[config.mk]
export PLATFORM = sky130hd
export DESIGN_NAME = pp_access_arbiter
export DESIGN_NICKNAME = d
export VERILOG_FILES = /design/src/rtl/pp_access_arbiter.sv
export SDC_FILE = /design/constraint.sdc
export NUM_CORES = 1
export LEC_CHECK = 0
export ABC_AREA = 1
export BUFFER_PORTS_ARGS = -buffer_cell sky130_fd_sc_hd__buf_2
export CAP_MARGIN = 40
export CORE_ASPECT_RATIO = 0.6
export CORE_MARGIN = 2
export CORE_UTILIZATION = 59
export DETAILED_ROUTE_END_ITERATION = 8
export GPL_TIMING_DRIVEN = 1
export PLACE_DENSITY = 0.8
export SETUP_SLACK_MARGIN = 0.02
export SLEW_MARGIN = 20
export SYNTH_ARGS = -nofsm -noshare
export SYNTH_HDL_FRONTEND = slang
export SYNTH_SLANG_ARGS = --single-unit
[constraint.sdc]
create_clock -name clk -period 2.37 [get_ports clk]
set_clock_uncertainty 0.15 [all_clocks]
set_input_delay 0.237 -clock clk [delete_from_list [all_inputs] [get_ports clk]]
set_output_delay 0.237 -clock clk [all_outputs]
set_load 0.05 [all_outputs]
[src/rtl/pp_access_arbiter.sv]
module pp_access_arbiter #(
  parameter int          SLOT_W    = 12,
  parameter int          TICK_MS   = 10,
  parameter logic [15:0] LFSR_SEED = 16'hACE1
) (
  input  logic              clk,
  input  logic              rst_n,
  input  logic              tick,
  input  logic              carrier,
  input  logic              frame_pending,
  input  logic              tx_idle,
  input  logic              full_duplex,
  input  logic [SLOT_W-1:0] slot_ms,
  input  logic [7:0]        persist,
  output logic              tx_start
);
  localparam int CNT_W = SLOT_W;

  logic [15:0]       lfsr;
  logic [CNT_W-1:0]  cnt;
  logic [CNT_W-1:0]  reload;
  logic [SLOT_W-1:0] slot_q;
  logic              loaded_q;
  logic              eval, clear, expire, reload_req, grant;

  assign reload     = CNT_W'(slot_ms / SLOT_W'(TICK_MS));
  assign eval       = tick && frame_pending && tx_idle;
  assign clear      = eval && !full_duplex && !carrier;
  assign expire     = clear && (cnt <= CNT_W'(1));
  assign reload_req = !loaded_q || (slot_ms != slot_q);
  assign grant      = eval && (full_duplex || (expire && (lfsr[7:0] <= persist)));

  always_ff @(posedge clk or negedge rst_n) begin
    if (!rst_n) lfsr <= LFSR_SEED;
    else        lfsr <= {lfsr[14:0], lfsr[15] ^ lfsr[13] ^ lfsr[12] ^ lfsr[10]};
  end

  always_ff @(posedge clk or negedge rst_n) begin
    if (!rst_n) begin
      cnt      <= '0;
      slot_q   <= '0;
      loaded_q <= 1'b0;
      tx_start <= 1'b0;
    end else begin
      loaded_q <= 1'b1;
      slot_q   <= slot_ms;
      tx_start <= grant;
      if (reload_req)                                 cnt <= reload;
      else if (eval && !full_duplex && carrier)       cnt <= reload;
      else if (expire)                                cnt <= reload;
      else if (clear)                                 cnt <= cnt - CNT_W'(1);
    end
  end

  p_start_needs_eval_r1: assert property (@(posedge clk) disable iff (!rst_n)
    tx_start |-> $past(tick && frame_pending && tx_idle));

  p_duplex_grants_r2: assert property (@(posedge clk) disable iff (!rst_n)
    (eval && full_duplex) |=> tx_start);

  p_carrier_blocks_r3: assert property (@(posedge clk) disable iff (!rst_n)
    (eval && !full_duplex && carrier) |=> !tx_start);

  p_carrier_reload_r3: assert property (@(posedge clk) disable iff (!rst_n)
    (eval && !full_duplex && carrier && !reload_req) |=> (cnt == $past(reload)));

  p_count_down_r4: assert property (@(posedge clk) disable iff (!rst_n)
    (clear && (cnt > CNT_W'(1)) && !reload_req) |=> (cnt == $past(cnt) - CNT_W'(1)) && !tx_start);

  p_persist_limit_r5: assert property (@(posedge clk) disable iff (!rst_n)
    (tx_start && !$past(full_duplex)) |-> ($past(lfsr[7:0]) <= $past(persist)));

  p_slot_change_r7: assert property (@(posedge clk) disable iff (!rst_n)
    (loaded_q && (slot_ms != slot_q)) |=> (cnt == $past(reload)));

  p_lfsr_live_r9: assert property (@(posedge clk) disable iff (!rst_n)
    lfsr != 16'h0000);
endmodule

### Yosys cells after proc, flatten, opt, wreduce, memory -nomap -nowiden

Cells that the tools add are included.

* register bits: 42
* input port bits: 27
* output and inout port bits: 1
* logic and storage cells: 31

* $add $sub $neg: 1
* divide/modulo/power cells: 1
* $lt $le $gt $ge: 2
* equality and inequality tests: 1
* muxes and demuxes: 4
* bitwise gates (word level): 3
* reductions and logical operators: 14

Operators by type and width (number)
* $mux 12: 4
* $div 12x4->12 const B: 1
* $le 12x1->1 const B: 1
* $ne 12x12->1: 1
* $sub 12x1->12 const B: 1
* $le 8x8->1: 1
* $logic_and 1x1->1: 8
* $reduce_bool 4->1: 1
* $logic_not 1->1: 3
* $xor 1x1->1: 3
* $logic_or 1x1->1: 2

### Longest topological paths before layout

* depth after elaboration: 8
* gate-level depth with buffers: 35
* mapped depth without buffers: 35

### Worst setup path before layout

No wires, ideal clock.

* path type: input to register
* from: input slot_ms[11]
* to: register cnt[0]
* setup time: 0.116 ns
* arrival time: 2.555 ns
* required time: 2.104 ns
* path slack: -0.451 ns
* stages on the path: 32
* path buffers: 0
* path through: a21oi_1 -> o21bai_1 -> nand2_2 -> nand2_2 -> nand2_2 -> nand3_2 -> nand2_2 -> nand3_1 -> nand2_4 -> inv_2 -> nand2_4 -> nand3_2 -> nand2_2 -> nand2_2 -> nand2_4 -> nand2_2 -> nand2_1 -> nand2_1 -> inv_2 -> nand2_2 -> nand2_2 -> nand2_2 -> nand2_4 -> nor2_2 -> o21bai_4 -> nand3_2 -> nand3_2 -> nand2_1 -> nand2_1 -> nand3_1 -> nand2_1 -> nand2_1

* cells in the longest elaborated chain, start to end: 4
* elaborated cells between the ends (all ways): 7
* those cells by class: div (1); eq/ne (1); mux (3); reduce/logical (2)

Ends and longest elaborated chain
* from (decl): RTL line 13 `input logic [SLOT_W-1:0] slot_ms,`
* $div 12x4->12: RTL line 26 `assign reload = CNT_W'(slot_ms / SLOT_W'(TICK_MS));`
* $mux 12: RTL line 50 `else if (expire) cnt <= reload;`
* $mux 12: RTL line 49 `else if (eval && !full_duplex && carrier) cnt <= reload;`
* $mux 12: RTL line 48 `if (reload_req) cnt <= reload;`
* to (signal assigned): RTL line 48
* to (signal assigned): RTL line 49
* to (signal assigned): RTL line 50
* to (decl): RTL line 20 `logic [CNT_W-1:0] cnt;`

Several ways; a longest one is shown, not always the timed one.
A chain may end at the register's enable or synchronous reset.

### Final worst setup path

Ends and elaborated chain as after synthesis.

==> results by stage <==
Outcome:
- The run finished, with violations left.
- The final reports fail on negative setup slack.

Synthesis:
- After synthesis the cells add up to 2660 um^2.
- The share of the synthesized area in the top cell type is 32.0%.
- A synthesized cell averages 7.79 um^2.
- The number of standard cells after synthesis is 342.
- After synthesis, flip-flops and latches occupy 39.8% of the total area.
- In this run, synthesis produced a sequential element count of 42.
- The distinct cell type count of the synthesized netlist is 33.
- The number of nets in the synthesized netlist is 379.
- In the post-synthesis netlist, the biggest area contributors are sky130_fd_sc_hd__dfrtp_1, sky130_fd_sc_hd__nand2_1, sky130_fd_sc_hd__dfstp_2.
- The Yosys warning count is 0.
- The synthesized design spends more area on one cell type than any other, namely sky130_fd_sc_hd__dfrtp_1.

GRT:
- Global routing finished with a remaining overflow of 0.
- Entering global routing, the biggest net connects 24 pins.
- The number of global-route vias before repair was 2651.
- The global router's overall resource usage is 30.1%.
- The wire length of the first global-routing pass is 12200 um.
- The number of antenna violations at the first check in global routing is 0.

Floorplanning:
- The width of the die is 90.7 um.
- The vertical extent of the die is 56.0 um.
- Row generation in the floorplan step produced 18 rows.
- The initial core utilization is 63.2%.
- The floorplan step defined a core boundary enclosing 4210 um^2.
- 28 I/O pins were placed.
- The total die area is 5080 um^2.

STA:
- The number of pins exceeding their max-slew limit in the final report is 0.
- The count of endpoints failing setup in the final report is 6.
- The fraction of the cycle the final worst path needs is 134%.
- Setup total negative slack on the finished layout was measured at -2.78 ns.
- For the pin with the worst max-slew slack, the measured transition is 0.508 ns.
- The worst slew margin relative to its limit is 66.1%.
- The final critical-path setup slack is -0.810 ns.
- The time the worst path needs with I/O delays and setup is 3.18 ns.
- Setup repair after global routing could not meet its margin everywhere.
- The fmax is 0.314 GHz.
- The count of final hold-check violations was 0.

Worst setup path:
- The worst setup path is captured at a flip-flop.
- The register-to-register path setup slack is 0.16 ns.
- For this run, the slowest stage of the critical path takes 0.16 ns.
- The slowest cell on the critical path is sky130_fd_sc_hd__o21bai_1.
- The worst setup path is launched from an input pin.
- The critical path data arrival time is 3.23 ns.
- The number of cells traversed by the worst register-to-register path is 9.
- The critical path is of the in2reg type.
- The cell that appears most often on the critical path is sky130_fd_sc_hd__nand2_4.
- The critical register-to-register path startpoint is lfsr[1].
- The required arrival time at the worst endpoint is 2.42 ns.
- The most critical setup path has its startpoint at slot_ms[11].
- The endpoint of the lowest-slack register-to-register path is tx_start.
- Along the worst path, the maximum fanout reaches 6.
- The end of the critical path is cnt[0].

Drt:
- The final routed wire length divided by cell count is 18.9 um.
- The number of vias per cell is 6.00.
- The number of DRC violations after detailed routing is 0.
- The first detailed-routing pass ran for 5 iterations.
- The first routing iteration left 369 violations.
- The total via count after detailed routing is 2930.
- Summed over all layers, the routed wires come to 9220 um.
- The count of antenna-violating nets left after detailed routing is 0.

Finish:
- Cells with a size suffix above 1 make up 41.1% of the layout.
- The count of inserted antenna diode cells is 0.
- After filler insertion, the fill cell instance count of the layout stands at 178.
- Measured on the finished design, the core utilization comes to 88.1%.
- The final non-filler cell area is 3710 um^2.
- After the last flow step, the layout net total stands at 464.
- The area added between synthesis and finish is 39.3%.

Power and ir drop:
- Of the total power, registers draw 31.1%.
- The cell leakage power is 1.91 nW.
- The peak supply drop is 0.409 mV.
- Cell internal power was estimated by the tool at 0.00162 W.
- The power density over the cells is 729 nW/um^2.
- The proportion of power drawn by combinational gates is 47.4%.
- The fraction of power spent switching nets is 40.2%.
- The analysis attributes to net switching a power of 0.00109 W.
- The clock power share is 21.6%.

Clock network:
- The number of buffers on the longest clock path is 2.
- The number of clock sinks is 42.
- For the worst-skew pair, the clock arrives at the later sink with an insertion delay of 0.30 ns.
- The number of H-tree branching levels is 2.
- The total CTS buffers is 5.
- Clock-pin slew was measured on the worst setup and hold paths at 0.09 ns.
- The root buffer selected by CTS is sky130_fd_sc_hd__clkbuf_8.
- TritonCTS built the clock tree.

Placement:
- Port buffering added 27 buffers.
- The post-DP HPWL is 4550 um.
- At the placement stage, the worst setup path has a slack of -0.993 ns.
- At the end of routability-driven placement, the weighted congestion stood at 0.877.
- Summing all placed instances gives a cell area of 3090 um^2.

Job:
- The max capacitance violation total is 0.

Min path:
- The type of the worst min-delay path is in2reg.
-- repair_timing --
action / in CTS / in global routing
gates resized for setup: 54 / 29
buffers inserted: 11 / 8
hold buffers: 7 / 0
pin swaps: 22 / 23
endpoints found under the setup margin: 4 / 10
endpoints found under the hold margin: 22 / 0
-- metrics by stage --
stage,hold slack [ns],instances,power [W]
3_5_place_dp,0.0728,455,0.00174
3_3_place_gp,0.0704,455,0.00171
4_1_cts,0.0102,480,0.00251
5_1_grt,0.0236,488,0.00283
6_report,0.0229,488,0.00270
2_1_floorplan,-0.209,342,0.00146
-- power groups by stage --
stage          sequential, W  clock (W)  combinational, W
5_1_grt             0.000843   0.000609           0.00138
2_1_floorplan       0.000834          0          0.000630
6_report            0.000839   0.000583           0.00128
4_1_cts             0.000835   0.000573           0.00110
3_3_place_gp        0.000844          0          0.000865
3_5_place_dp        0.000847          0          0.000896
-- critical path, delay by kind of cell --
| family | cells | cell delay (ns) |
|---|---|---|
| buffers and inverters | 4 | 0.38 |
| AND/OR/NAND/NOR | 27 | 2.32 |
| AO/OA/AOI/OAI | 2 | 0.29 |
-- cells in the mapped netlist (all sizes together) --
master and instances:
a21o 2, a21oi 13, clkbuf 3, clkinv 1
conb 1, dfrtp 34, dfstp 8, ha 10
inv 56, nand2 84, nand3 39, nand4 5
nor2 24, nor3 9, nor4 3, o2111ai 2
o211ai 3, o21a 1, o21ai 22, o21ba 1
o21bai 2, o22ai 2, or2 3, or4 1
xnor2 2, xor2 11
-- how the worst min path moves through the flow --
stage / start / to / slack (ns) / cells after the start
3_3_place_gp: rst_n / lfsr[2] / 0.07 / 1
5_1_grt: slot_ms[6] / slot_q[6] / 0.02 / 2
6_report: slot_ms[6] / slot_q[6] / 0.02 / 2
2_1_floorplan: rst_n / cnt[0] / -0.21 / 0
4_1_cts: slot_ms[6] / slot_q[6] / 0.01 / 2
3_5_place_dp: rst_n / lfsr[2] / 0.07 / 1
-- per-layer routing --
metal / part of all wire (%) / track usage [%]
met5: 0 / 0
met3: 8.4 / 5.83
met1: 40 / 39.1
met4: 6.6 / 11.4
met2: 45 / 50.3
-- layout make-up --
cell class / instances / area [um^2] / share of cell area (%)
multi-input cells: 240 / 1650 / 44.5
flip-flops and latches: 42 / 1060 / 28.6
repair buffers: 81 / 587 / 15.8
inverters: 57 / 224 / 6.04
well taps: 60 / 75.1 / 2.02
clock buffers: 5 / 68.8 / 1.85
clock inverters: 3 / 45.0 / 1.21
-- flip-flops by register name, summed over array words and instances (netlist names) --
signal,cells
loaded_q,1
cnt,12
tx_start,1
slot_q,12
lfsr,16
-- kinds of logic after synthesis --
family	Yosys count	synth area share, %
and+or+nand+nor	168	31.8
buffers and inverters	60	8.46
AOI/OAI and AO/OA	48	10.8
DFF	42	39.8
xor gates and xnor gates	13	4.28
adders and majority gates	10	4.70
other	1	0.141
-- cells in the final DEF, fill, tap and decap left out, types with 3 or more instances in the layout --
cell / n
sky130_fd_sc_hd__nor3_1: 9
sky130_fd_sc_hd__buf_4: 45
sky130_fd_sc_hd__clkbuf_8: 5
sky130_fd_sc_hd__nand2_4: 20
sky130_fd_sc_hd__dlygate4sd3_1: 7
sky130_fd_sc_hd__xor2_1: 10
sky130_fd_sc_hd__nand3_1: 21
sky130_fd_sc_hd__ha_1: 10
sky130_fd_sc_hd__o211ai_1: 3
sky130_fd_sc_hd__nand4_1: 5
sky130_fd_sc_hd__buf_6: 3
sky130_fd_sc_hd__inv_2: 7
sky130_fd_sc_hd__dfstp_2: 8
sky130_fd_sc_hd__a21oi_1: 11
sky130_fd_sc_hd__o21ai_1: 5
sky130_fd_sc_hd__nand2_1: 45
sky130_fd_sc_hd__o21ai_0: 12
sky130_fd_sc_hd__dfrtp_1: 34
sky130_fd_sc_hd__nand3_2: 13
sky130_fd_sc_hd__nor2_1: 19
sky130_fd_sc_hd__inv_1: 47
sky130_fd_sc_hd__nor2_2: 3
sky130_fd_sc_hd__o21ai_2: 5
sky130_fd_sc_hd__nand2_2: 19
sky130_fd_sc_hd__buf_2: 24
sky130_fd_sc_hd__nand3_4: 5
(Power assumes the default switching activity.)
